===== src/rtl/vol_pkg.sv =====
package vol_pkg;

    // Half-dB steps per factor of two in gain
    localparam int OCT_STEPS   = 12;
    localparam int STEP_W      = 4;
    // Fraction bits of the in-octave multiplier
    localparam int MANT_FRAC   = 15;
    localparam int MANT_W      = 16;
    // Octaves of gain above unity when both codes are zero
    localparam int HEADROOM_OCT = 8;

    typedef enum logic [2:0] {
        AM_LIVE,
        AM_RUN_ZERO,
        AM_RUN_ONES,
        AM_MUTE_ZERO,
        AM_MUTE_ONES
    } am_state_e;

    // round(32768 * 2^(-k/12)) for k = 0..11
    function automatic logic [MANT_W-1:0] oct_mantissa(input logic [STEP_W-1:0] k);
        logic [MANT_W-1:0] m;
        unique case (k)
            4'd0:    m = 16'd32768;
            4'd1:    m = 16'd30929;
            4'd2:    m = 16'd29193;
            4'd3:    m = 16'd27554;
            4'd4:    m = 16'd26008;
            4'd5:    m = 16'd24548;
            4'd6:    m = 16'd23170;
            4'd7:    m = 16'd21870;
            4'd8:    m = 16'd20643;
            4'd9:    m = 16'd19484;
            4'd10:   m = 16'd18390;
            4'd11:   m = 16'd17358;
            default: m = 16'd0;
        endcase
        return m;
    endfunction

endpackage


===== src/rtl/vol_code_decoder.sv =====
module vol_code_decoder
    import vol_pkg::*;
#(
    parameter int CODE_W = 8,
    localparam int ATT_W = CODE_W + 1,
    localparam int MAX_ATT = 2 * ((1 << CODE_W) - 1),
    localparam int OCT_W = $clog2(MAX_ATT / OCT_STEPS + 1)
) (
    input  logic [CODE_W-1:0] master_code,
    input  logic [CODE_W-1:0] chan_code,
    output logic              hard_mute,
    output logic [OCT_W-1:0]  oct,
    output logic [STEP_W-1:0] step
);
    localparam logic [CODE_W-1:0] MUTE_CODE = {CODE_W{1'b1}};

    logic [ATT_W-1:0] att;

    always_comb begin
        att       = {1'b0, master_code} + {1'b0, chan_code};
        hard_mute = (master_code == MUTE_CODE) || (chan_code == MUTE_CODE);
        oct       = OCT_W'(att / ATT_W'(OCT_STEPS));
        step      = STEP_W'(att % ATT_W'(OCT_STEPS));
    end

endmodule


===== src/rtl/vol_automute_fsm.sv =====
module vol_automute_fsm
    import vol_pkg::*;
#(
    parameter int DATA_W  = 24,
    parameter int RUN_LEN = 8192,
    localparam int CNT_W  = $clog2(RUN_LEN + 1)
) (
    input  logic              clk,
    input  logic              rst_n,
    input  logic              smp_valid,
    input  logic [DATA_W-1:0] smp,
    input  logic              enable,
    output logic              mute_now
);
    localparam logic [CNT_W-1:0] RUN_CNT = CNT_W'(RUN_LEN);
    localparam logic [CNT_W-1:0] ONE     = CNT_W'(1);
    localparam bit SHORT_RUN = (RUN_LEN <= 1);

    am_state_e        state_q, state_d;
    logic [CNT_W-1:0] cnt_q, cnt_d;
    logic             is_zero, is_ones, hit_len;

    assign is_zero = (smp == '0);
    assign is_ones = &smp;
    assign hit_len = (cnt_q + ONE) >= RUN_CNT;

    // state register
    always_ff @(posedge clk) begin
        if (!rst_n) begin
            state_q <= AM_LIVE;
            cnt_q   <= '0;
        end else begin
            state_q <= state_d;
            cnt_q   <= cnt_d;
        end
    end

    // next state
    always_comb begin
        state_d = state_q;
        cnt_d   = cnt_q;
        if (smp_valid) begin
            unique case (state_q)
                AM_LIVE, AM_MUTE_ZERO, AM_MUTE_ONES,
                AM_RUN_ZERO, AM_RUN_ONES: begin
                    if (!is_zero && !is_ones) begin
                        state_d = AM_LIVE;
                        cnt_d   = '0;
                    end else if (is_zero) begin
                        if (state_q == AM_MUTE_ZERO) begin
                            state_d = AM_MUTE_ZERO;
                        end else if (state_q == AM_RUN_ZERO) begin
                            state_d = hit_len ? AM_MUTE_ZERO : AM_RUN_ZERO;
                            cnt_d   = hit_len ? RUN_CNT : cnt_q + ONE;
                        end else begin
                            state_d = SHORT_RUN ? AM_MUTE_ZERO : AM_RUN_ZERO;
                            cnt_d   = ONE;
                        end
                    end else begin
                        if (state_q == AM_MUTE_ONES) begin
                            state_d = AM_MUTE_ONES;
                        end else if (state_q == AM_RUN_ONES) begin
                            state_d = hit_len ? AM_MUTE_ONES : AM_RUN_ONES;
                            cnt_d   = hit_len ? RUN_CNT : cnt_q + ONE;
                        end else begin
                            state_d = SHORT_RUN ? AM_MUTE_ONES : AM_RUN_ONES;
                            cnt_d   = ONE;
                        end
                    end
                end
                default: begin
                    state_d = AM_LIVE;
                    cnt_d   = '0;
                end
            endcase
        end
    end

    // outputs: the sample that completes or extends a full run is muted
    always_comb begin
        unique case (state_d)
            AM_MUTE_ZERO, AM_MUTE_ONES: mute_now = enable && smp_valid;
            default:                    mute_now = 1'b0;
        endcase
    end

    p_cnt_bound_r7: assert property (@(posedge clk) disable iff (!rst_n)
        cnt_q <= RUN_CNT);

    p_live_on_motion_r8: assert property (@(posedge clk) disable iff (!rst_n)
        (smp_valid && !is_zero && !is_ones) |=> (state_q == AM_LIVE));

    p_mute_from_run_r7: assert property (@(posedge clk) disable iff (!rst_n)
        (!SHORT_RUN && $rose(state_q == AM_MUTE_ZERO)) |-> ($past(state_q) == AM_RUN_ZERO));

    p_polarity_restart_r9: assert property (@(posedge clk) disable iff (!rst_n)
        (!SHORT_RUN && smp_valid && is_ones &&
         (state_q == AM_RUN_ZERO || state_q == AM_MUTE_ZERO)) |=> (state_q == AM_RUN_ONES && cnt_q == ONE));

endmodule


===== src/rtl/vol_gain_apply.sv =====
module vol_gain_apply
    import vol_pkg::*;
#(
    parameter int DATA_W = 24,
    parameter int OCT_W  = 6,
    localparam int PROD_W = DATA_W + MANT_W + 1,
    localparam int SH_W   = $clog2(PROD_W + (1 << OCT_W))
) (
    input  logic signed [DATA_W-1:0] sample,
    input  logic [STEP_W-1:0]        step,
    input  logic [OCT_W-1:0]         oct,
    input  logic                     kill,
    output logic signed [DATA_W-1:0] result
);
    localparam int BASE_SHIFT = MANT_FRAC - HEADROOM_OCT;
    localparam logic signed [DATA_W-1:0] POS_MAX = {1'b0, {(DATA_W-1){1'b1}}};
    localparam logic signed [DATA_W-1:0] NEG_MAX = {1'b1, {(DATA_W-1){1'b0}}};

    logic signed [PROD_W-1:0] smp_ext, mant_ext, prod, scaled;
    logic [SH_W-1:0]          shamt;
    logic [PROD_W-DATA_W:0]   upper;
    logic                     ovf;

    always_comb begin
        smp_ext  = PROD_W'(sample);
        mant_ext = PROD_W'($signed({1'b0, oct_mantissa(step)}));
        prod     = smp_ext * mant_ext;
        shamt    = SH_W'(BASE_SHIFT) + SH_W'(oct);
        scaled   = prod >>> shamt;
        upper    = scaled[PROD_W-1:DATA_W-1];
        ovf      = !((&upper) || (~|upper));
        if (kill)
            result = '0;
        else if (ovf)
            result = scaled[PROD_W-1] ? NEG_MAX : POS_MAX;
        else
            result = scaled[DATA_W-1:0];
    end

endmodule


===== src/rtl/vol_gain_stage.sv =====
module vol_gain_stage
    import vol_pkg::*;
#(
    parameter int DATA_W  = 24,
    parameter int CODE_W  = 8,
    parameter int RUN_LEN = 8192
) (
    input  logic              clk,
    input  logic              rst_n,
    input  logic              in_valid,
    input  logic [DATA_W-1:0] in_left,
    input  logic [DATA_W-1:0] in_right,
    input  logic [CODE_W-1:0] master_code,
    input  logic [CODE_W-1:0] left_code,
    input  logic [CODE_W-1:0] right_code,
    input  logic              left_mute,
    input  logic              right_mute,
    input  logic              auto_mute_en,
    output logic              out_valid,
    output logic [DATA_W-1:0] out_left,
    output logic [DATA_W-1:0] out_right
);
    localparam int NUM_CH  = 2;
    localparam int MAX_ATT = 2 * ((1 << CODE_W) - 1);
    localparam int OCT_W   = $clog2(MAX_ATT / OCT_STEPS + 1);
    localparam logic [CODE_W-1:0] MUTE_CODE  = {CODE_W{1'b1}};
    localparam logic [CODE_W-1:0] UNITY_CODE = CODE_W'(HEADROOM_OCT * OCT_STEPS / 2);

    logic [DATA_W-1:0]        ch_in   [NUM_CH];
    logic [CODE_W-1:0]        ch_code [NUM_CH];
    logic                     ch_man  [NUM_CH];
    logic signed [DATA_W-1:0] ch_res  [NUM_CH];

    assign ch_in[0]   = in_left;
    assign ch_in[1]   = in_right;
    assign ch_code[0] = left_code;
    assign ch_code[1] = right_code;
    assign ch_man[0]  = left_mute;
    assign ch_man[1]  = right_mute;

    for (genvar c = 0; c < NUM_CH; c++) begin : g_ch
        logic              hard_mute, am_mute;
        logic [OCT_W-1:0]  oct;
        logic [STEP_W-1:0] step;

        vol_code_decoder #(.CODE_W(CODE_W)) i_dec (
            .master_code (master_code),
            .chan_code   (ch_code[c]),
            .hard_mute   (hard_mute),
            .oct         (oct),
            .step        (step)
        );

        vol_automute_fsm #(.DATA_W(DATA_W), .RUN_LEN(RUN_LEN)) i_am (
            .clk       (clk),
            .rst_n     (rst_n),
            .smp_valid (in_valid),
            .smp       (ch_in[c]),
            .enable    (auto_mute_en),
            .mute_now  (am_mute)
        );

        vol_gain_apply #(.DATA_W(DATA_W), .OCT_W(OCT_W)) i_gain (
            .sample (ch_in[c]),
            .step   (step),
            .oct    (oct),
            .kill   (hard_mute | ch_man[c] | am_mute),
            .result (ch_res[c])
        );
    end

    always_ff @(posedge clk) begin
        if (!rst_n) begin
            out_valid <= 1'b0;
            out_left  <= '0;
            out_right <= '0;
        end else begin
            out_valid <= in_valid;
            if (in_valid) begin
                out_left  <= ch_res[0];
                out_right <= ch_res[1];
            end
        end
    end

    p_valid_follow_r1: assert property (@(posedge clk) disable iff (!rst_n)
        in_valid |=> out_valid);

    p_hold_r1: assert property (@(posedge clk) disable iff (!rst_n)
        !in_valid |=> (!out_valid && $stable(out_left) && $stable(out_right)));

    p_unity_r2: assert property (@(posedge clk) disable iff (!rst_n)
        (in_valid && master_code == UNITY_CODE && left_code == UNITY_CODE &&
         !left_mute && !auto_mute_en) |=> (out_left == $past(in_left)));

    p_zero_stays_zero_r3: assert property (@(posedge clk) disable iff (!rst_n)
        (in_valid && in_left == '0) |=> (out_left == '0));

    p_code_mute_r4: assert property (@(posedge clk) disable iff (!rst_n)
        (in_valid && master_code == MUTE_CODE) |=> (out_left == '0 && out_right == '0));

    p_manual_mute_r5: assert property (@(posedge clk) disable iff (!rst_n)
        (in_valid && right_mute) |=> (out_right == '0));

endmodule


===== config.mk =====
export PLATFORM = sky130hd
export DESIGN_NAME = vol_gain_stage
export DESIGN_NICKNAME = d
export VERILOG_FILES = /design/src/rtl/vol_pkg.sv /design/src/rtl/vol_code_decoder.sv /design/src/rtl/vol_automute_fsm.sv /design/src/rtl/vol_gain_apply.sv /design/src/rtl/vol_gain_stage.sv
export SDC_FILE = /design/constraint.sdc
export NUM_CORES = 2
export LEC_CHECK = 0
export CAP_MARGIN = 40
export CELL_PAD_IN_SITES_DETAIL_PLACEMENT = 0
export CELL_PAD_IN_SITES_GLOBAL_PLACEMENT = 1
export CORE_AREA = 2 2 306 308
export DETAILED_ROUTE_END_ITERATION = 7
export DIE_AREA = 0 0 308 310
export DONT_BUFFER_PORTS = 1
export PLACE_DENSITY_LB_ADDON = 0.05
export SYNTH_ARGS = -nofsm -noshare
export SYNTH_HDL_FRONTEND = slang
export SYNTH_HIERARCHICAL = 1
export SYNTH_SLANG_ARGS = --single-unit

===== constraint.sdc =====
create_clock -name clk -period 12 [get_ports clk]
set_input_delay 1.2 -clock clk [delete_from_list [all_inputs] [get_ports clk]]
set_output_delay 1.2 -clock clk [all_outputs]
set_load 0.1 [all_outputs]

# == After elaboration in Yosys (flattened, before gate mapping) ==
# Memories as Yosys holds them, arrays and structs flattened.
# Index checks and enable logic that the tools add are counted.
# classes
add_sub_neg,6
multipliers,2
div,4
order_cmp,2
n_eq_ne,19
n_shift,2
n_mux,44
n_bitwise,4
reduce_logical,29
# op_table
op,n
two-way mux 14 bit,16
two-way mux 24 bit,6
multiplier 24 x 17 -> 41 bit,2
>>> shifter 41 x 7 -> 41 bit,2
two-way mux 3 bit,18
zero test 24 bit,2
AND reduction 24 bit,2
AND reduction 18 bit,2
OR reduction 18 bit,2
"adder 14 x 1 -> 14 bit, second input constant",2
">= comparator 14 bit, second input constant",2
"equality test 8 bit, second input constant",3
adder 8 x 8 -> 9 bit,2
"divider 9 x 4 -> 9 bit, second input constant",2
"equality test 3 x 2 -> 1 bit, second input constant",6
"remainder unit 9 x 4 -> 9 bit, second input constant",2
"adder 3 x 6 -> 7 bit, first input constant",2
"equality test 3 bit, second input constant",4
OR reduction 5 bit,2
"inequality test 4 x 2 -> 1 bit, second input constant",2
"inequality test 4 bit, second input constant",2
"equality test 3 x 1 -> 1 bit, second input constant",2
zero test 1 bit,6
zero test 3 bit,2
7 further kinds,19
# totals
regBits,83
latch_bits,0
mem_bits_rw,0
romBits,512
out_inout_bits,49
memories,2
# memory_table
memory,depth,word_bits,rd,rd_ports_with_merged_regs,write_ports,line,text
(no name shown),16,16,1,0,0,vol_pkg.sv:23,unique case (k)
(no name shown),16,16,1,0,0,vol_pkg.sv:23,

# == Logic depth before layout (Yosys ltp) ==
# logic_depth
ltp_word,14
ltp_mapped,48

# == Hierarchy ==
# Netlist, hierarchy kept.
# modules_own_cells
mod,n_inst,cells_each,area_per_inst_um2
vol_gain_apply at g_ch[1].i_gain,1,2336,18881.9
vol_gain_apply at g_ch[0].i_gain,1,2307,18511.5
vol_automute_fsm,2,137,1106.1
vol_gain_stage,1,159,1865.5
vol_code_decoder at g_ch[1].i_dec,1,107,842.1
vol_code_decoder at g_ch[0].i_dec,1,108,815.8

# == Least setup slack after synthesis ==
# OpenSTA, ideal clock, no wires.
# synth_path
path_type,input to register
startpoint,input master_code[0]
endpoint,register out_left[21]
setup_ps,67
arrival_ps,12196
slack_ps,-263
path_stages,44
cell_sequence,ha_1 fa_1 a211oi_2 or2_4 and3_1 mux2i_4 and2_4 a221o_1 or4_4 o211ai_2 clkbuf_1 clkbuf_1 nand2_1 o21ai_0 clkbuf_1 nand2_1 fa_1 fa_1 [8 not listed] buf_2 a21oi_2 a21boi_1 or2_2 clkbuf_1 nand3b_1 o22ai_2 xor2_1 a221oi_4 nand3_2 a211oi_1 o221ai_1 a22o_1 o31a_1 buf_2 a31oi_1 mux2i_1 nor2b_1
# synth_rtl
element,line,text
from (decl),vol_gain_stage.sv:13,"input logic [CODE_W-1:0] master_code,"
to (signal assigned),vol_gain_stage.sv:80,out_left <= ch_res[0];
to (decl),vol_gain_stage.sv:20,"output logic [DATA_W-1:0] out_left,"

==> reports/qor.txt <==
CP endpoint kind: flop
WL met1: 58200 um
synth unique cells: 130
CP required: 12.26 ns
CP Class: input pin to flop
pin count of the biggest net entering global routing: 68
aggregate global routing overflow: 0
Clock Tree Buf Depth: 2
register area share after synthesis: 3.85%
Core ar.: 92500 sq um
Max-Cap Viols: 0
die area: 95500 sq um
cell mode on critical path: fa_1
first-pass GRT wire length: 225000 um
CP Launch Type: input pin
reg-to-reg endpoint: out_left[8]
commonest non-fill, non-tap cells in the layout: 904 x inv_1, 767 x buf_4, 712 x fa_1
H-tree depth: 3
final-report hold violation count: 0
# rows: 112
metal3 WL: 5500 um
most common cell after layout, fill and taps aside: inv_1
final core utilization: 59.8%
Critical Path Max Stage Delay: 0.56 ns
clk_skew: 0.0193 ns
number of diodes: 0
async set-reset flop share out of synthesis: 0%
fin nets: 7023
Max Fclk: 84.4 MHz
Placed Instances: 6998
CP max stage cell: fa_1
Area growth syn-to-layout: 28.2%
synthesized cell area: 43100 sq um
R2R depth: 12
DR WL met2: 76000 um
RSZ-0062 raised after global routing: yes
hold-fix buffers at CTS: 0
hold path startpoint: g_ch[0].i_am/cnt_q[1]
clk root buf: clkbuf_16
Final Critical Period: 11.85 ns
vias per cell: 5.53
worst slew pin tran: 1.13 ns
die height: 310 um
Yosys warnings: 6
# fillers: 8528
DR vias: 39553
Worst Path Max Fanout: 11
Iteration-0 DRC Markers: 2317
CP Data Arrival Time: 12.11 ns
Post-Synthesis Cells: 5291
wire per inst: 20.2 um
RD Place Congestion: 0.929
syn_area_per_cell: 8.15 sq um
Initial Util: 46.6%
post-synth net total: 6363
setup violators final: 0
post-route insts no fill: 7153
port buffer count: 0
outcome: finished clean
die extent in x: 308 um
antenna violations before repair: 1
Clock Latency Late Sink: 0.38 ns
max layer used: met5
layout cells sized above 1: 27.2%
Top FF cell, synth: dfxtp_1
R2R Setup Slk: 8.75 ns
detailed-route DRC error count: 0
CTS tree: done
Top Ports: 127
Routed WL: 145000 um
fin crit share: 98.7%
Hold Crit Depth: 2
First-pass DRT Iterations: 6
TritonCTS Buffers: 9
number of global-route vias before repair: 40839
Final ANT Viol Nets: 0
clock transition at the registers of the reported paths: 0.07 ns
worst relative slew slack: 24.7%
Overall Global Routing Usage: 29.8%
hold_ws: 0.501 ns
reg2reg start: g_ch[0].i_am/cnt_q[5]
DP HPWL: 114000 um
number of synthesized flops with an enable pin: 0
total clock sinks: 83
Hold EP: g_ch[0].i_am/cnt_q[1]
Yosys reg bits: 83
worst hold path type: flop to flop
count of final max-slew check failures: 0
## area by class of cell
type / instances / area (sq um) / area share, %
clock buffer: 10 / 229 / 0.414
clock inverter: 6 / 48.8 / 0.0883
inverter: 974 / 3660 / 6.63
multi-input combinational: 3945 / 39600 / 71.6
sequential: 83 / 1660 / 3.01
tap: 1197 / 1500 / 2.71
timing repair buffer: 938 / 8620 / 15.6
## synth_stat cells, drive strengths merged, types with 22 or more instances
library cell / instances / area [sq um]
a211oi: 49 / 408
a21o: 41 / 319
xnor2: 84 / 758
a21oi: 226 / 1200
and2: 353 / 2210
clkbuf: 211 / 792
or3: 32 / 205
nor2: 215 / 807
a311oi: 26 / 320
nand2: 628 / 2360
o21ai: 169 / 857
buf: 78 / 479
nand2b: 23 / 144
o211ai: 70 / 559
nor3: 74 / 395
o22ai: 28 / 214
inv: 971 / 3640
o21a: 35 / 270
a31oi: 58 / 369
fa: 756 / 15100
xor2: 44 / 400
and3: 22 / 138
o221ai: 22 / 193
nor2b: 109 / 682
nand3: 80 / 405
nand4: 69 / 432
ha: 238 / 2980
mux2i: 129 / 1300
dfxtp: 83 / 1660
nor4: 37 / 253
## worst max-delay path by stage
| stage | start | slack, ns | depth (start not counted) | to |
|---|---|---|---|---|
| after global routing | left_code[0] | -0.22 | 48 | out_left[19] |
| after global placement | master_code[0] | -0.40 | 45 | out_right[7] |
| final | left_code[0] | 0.15 | 48 | out_left[9] |
| after floorplan | master_code[0] | 0.01 | 44 | out_left[21] |
| after detailed placement | master_code[0] | -0.48 | 48 | out_right[8] |
| after CTS | master_code[0] | 0.02 | 45 | out_right[8] |
## logic make-up after synthesis
kind of cell             count (synthesis)  synth area share (%)
flip-flops                              83                  3.85
AO/OA/AOI/OAI                          936                  15.4
multiplexers                           166                  4.47
buffers and inverters                 1263                  11.4
XOR/XNOR                               128                  2.69
adder cells (fa/ha/maj)                994                  42.0
AND/OR/NAND/NOR                       1721                  20.2
## stage by stage
stage / setup TNS, ns / cell area (sq um) / worst slack [ns]
3_3_place_gp: -16.54 / 49600 / -0.396
3_5_place_dp: -19.13 / 50600 / -0.481
5_1_grt: -5.66 / 55300 / -0.222
2_1_floorplan: 0 / 43200 / 0.0126
4_1_cts: 0 / 51000 / 0.0153
6_report: 0 / 55300 / 0.155
## metal layers
layer / vias up / track usage [%]
li1: 18502 / -
met1: 19913 / 36.5
met2: 907 / 55.5
met3: 229 / 2.64
met4: 2 / 8.39
met5: - / 0
## repair_timing
item,4_1_cts,5_1_grt
setup endpoints to repair,43,46
setup buffers,1,123
cloned,0,20
gates resized for setup,17,660
pin swaps,2,344
## sequential cells by signal, indices dropped and copies added, names as in the netlist
name	count
out_left	24
g_ch.i_am/cnt_q	28
out_right	24
out_valid	1
g_ch.i_am/state_q	6
## worst max-delay path: cells and delay by family
family / cells / cell delay [ns]
buffers and inverters: 13 / 1.87
AOI/OAI and AO/OA: 15 / 3.21
muxes: 2 / 0.27
adders and majority gates: 9 / 3.84
and+or+nand+nor: 9 / 1.65
Power is left out: the tool's default activity adds up to more than one toggle a clock period on the data nets, which glitch-free logic cannot reach.
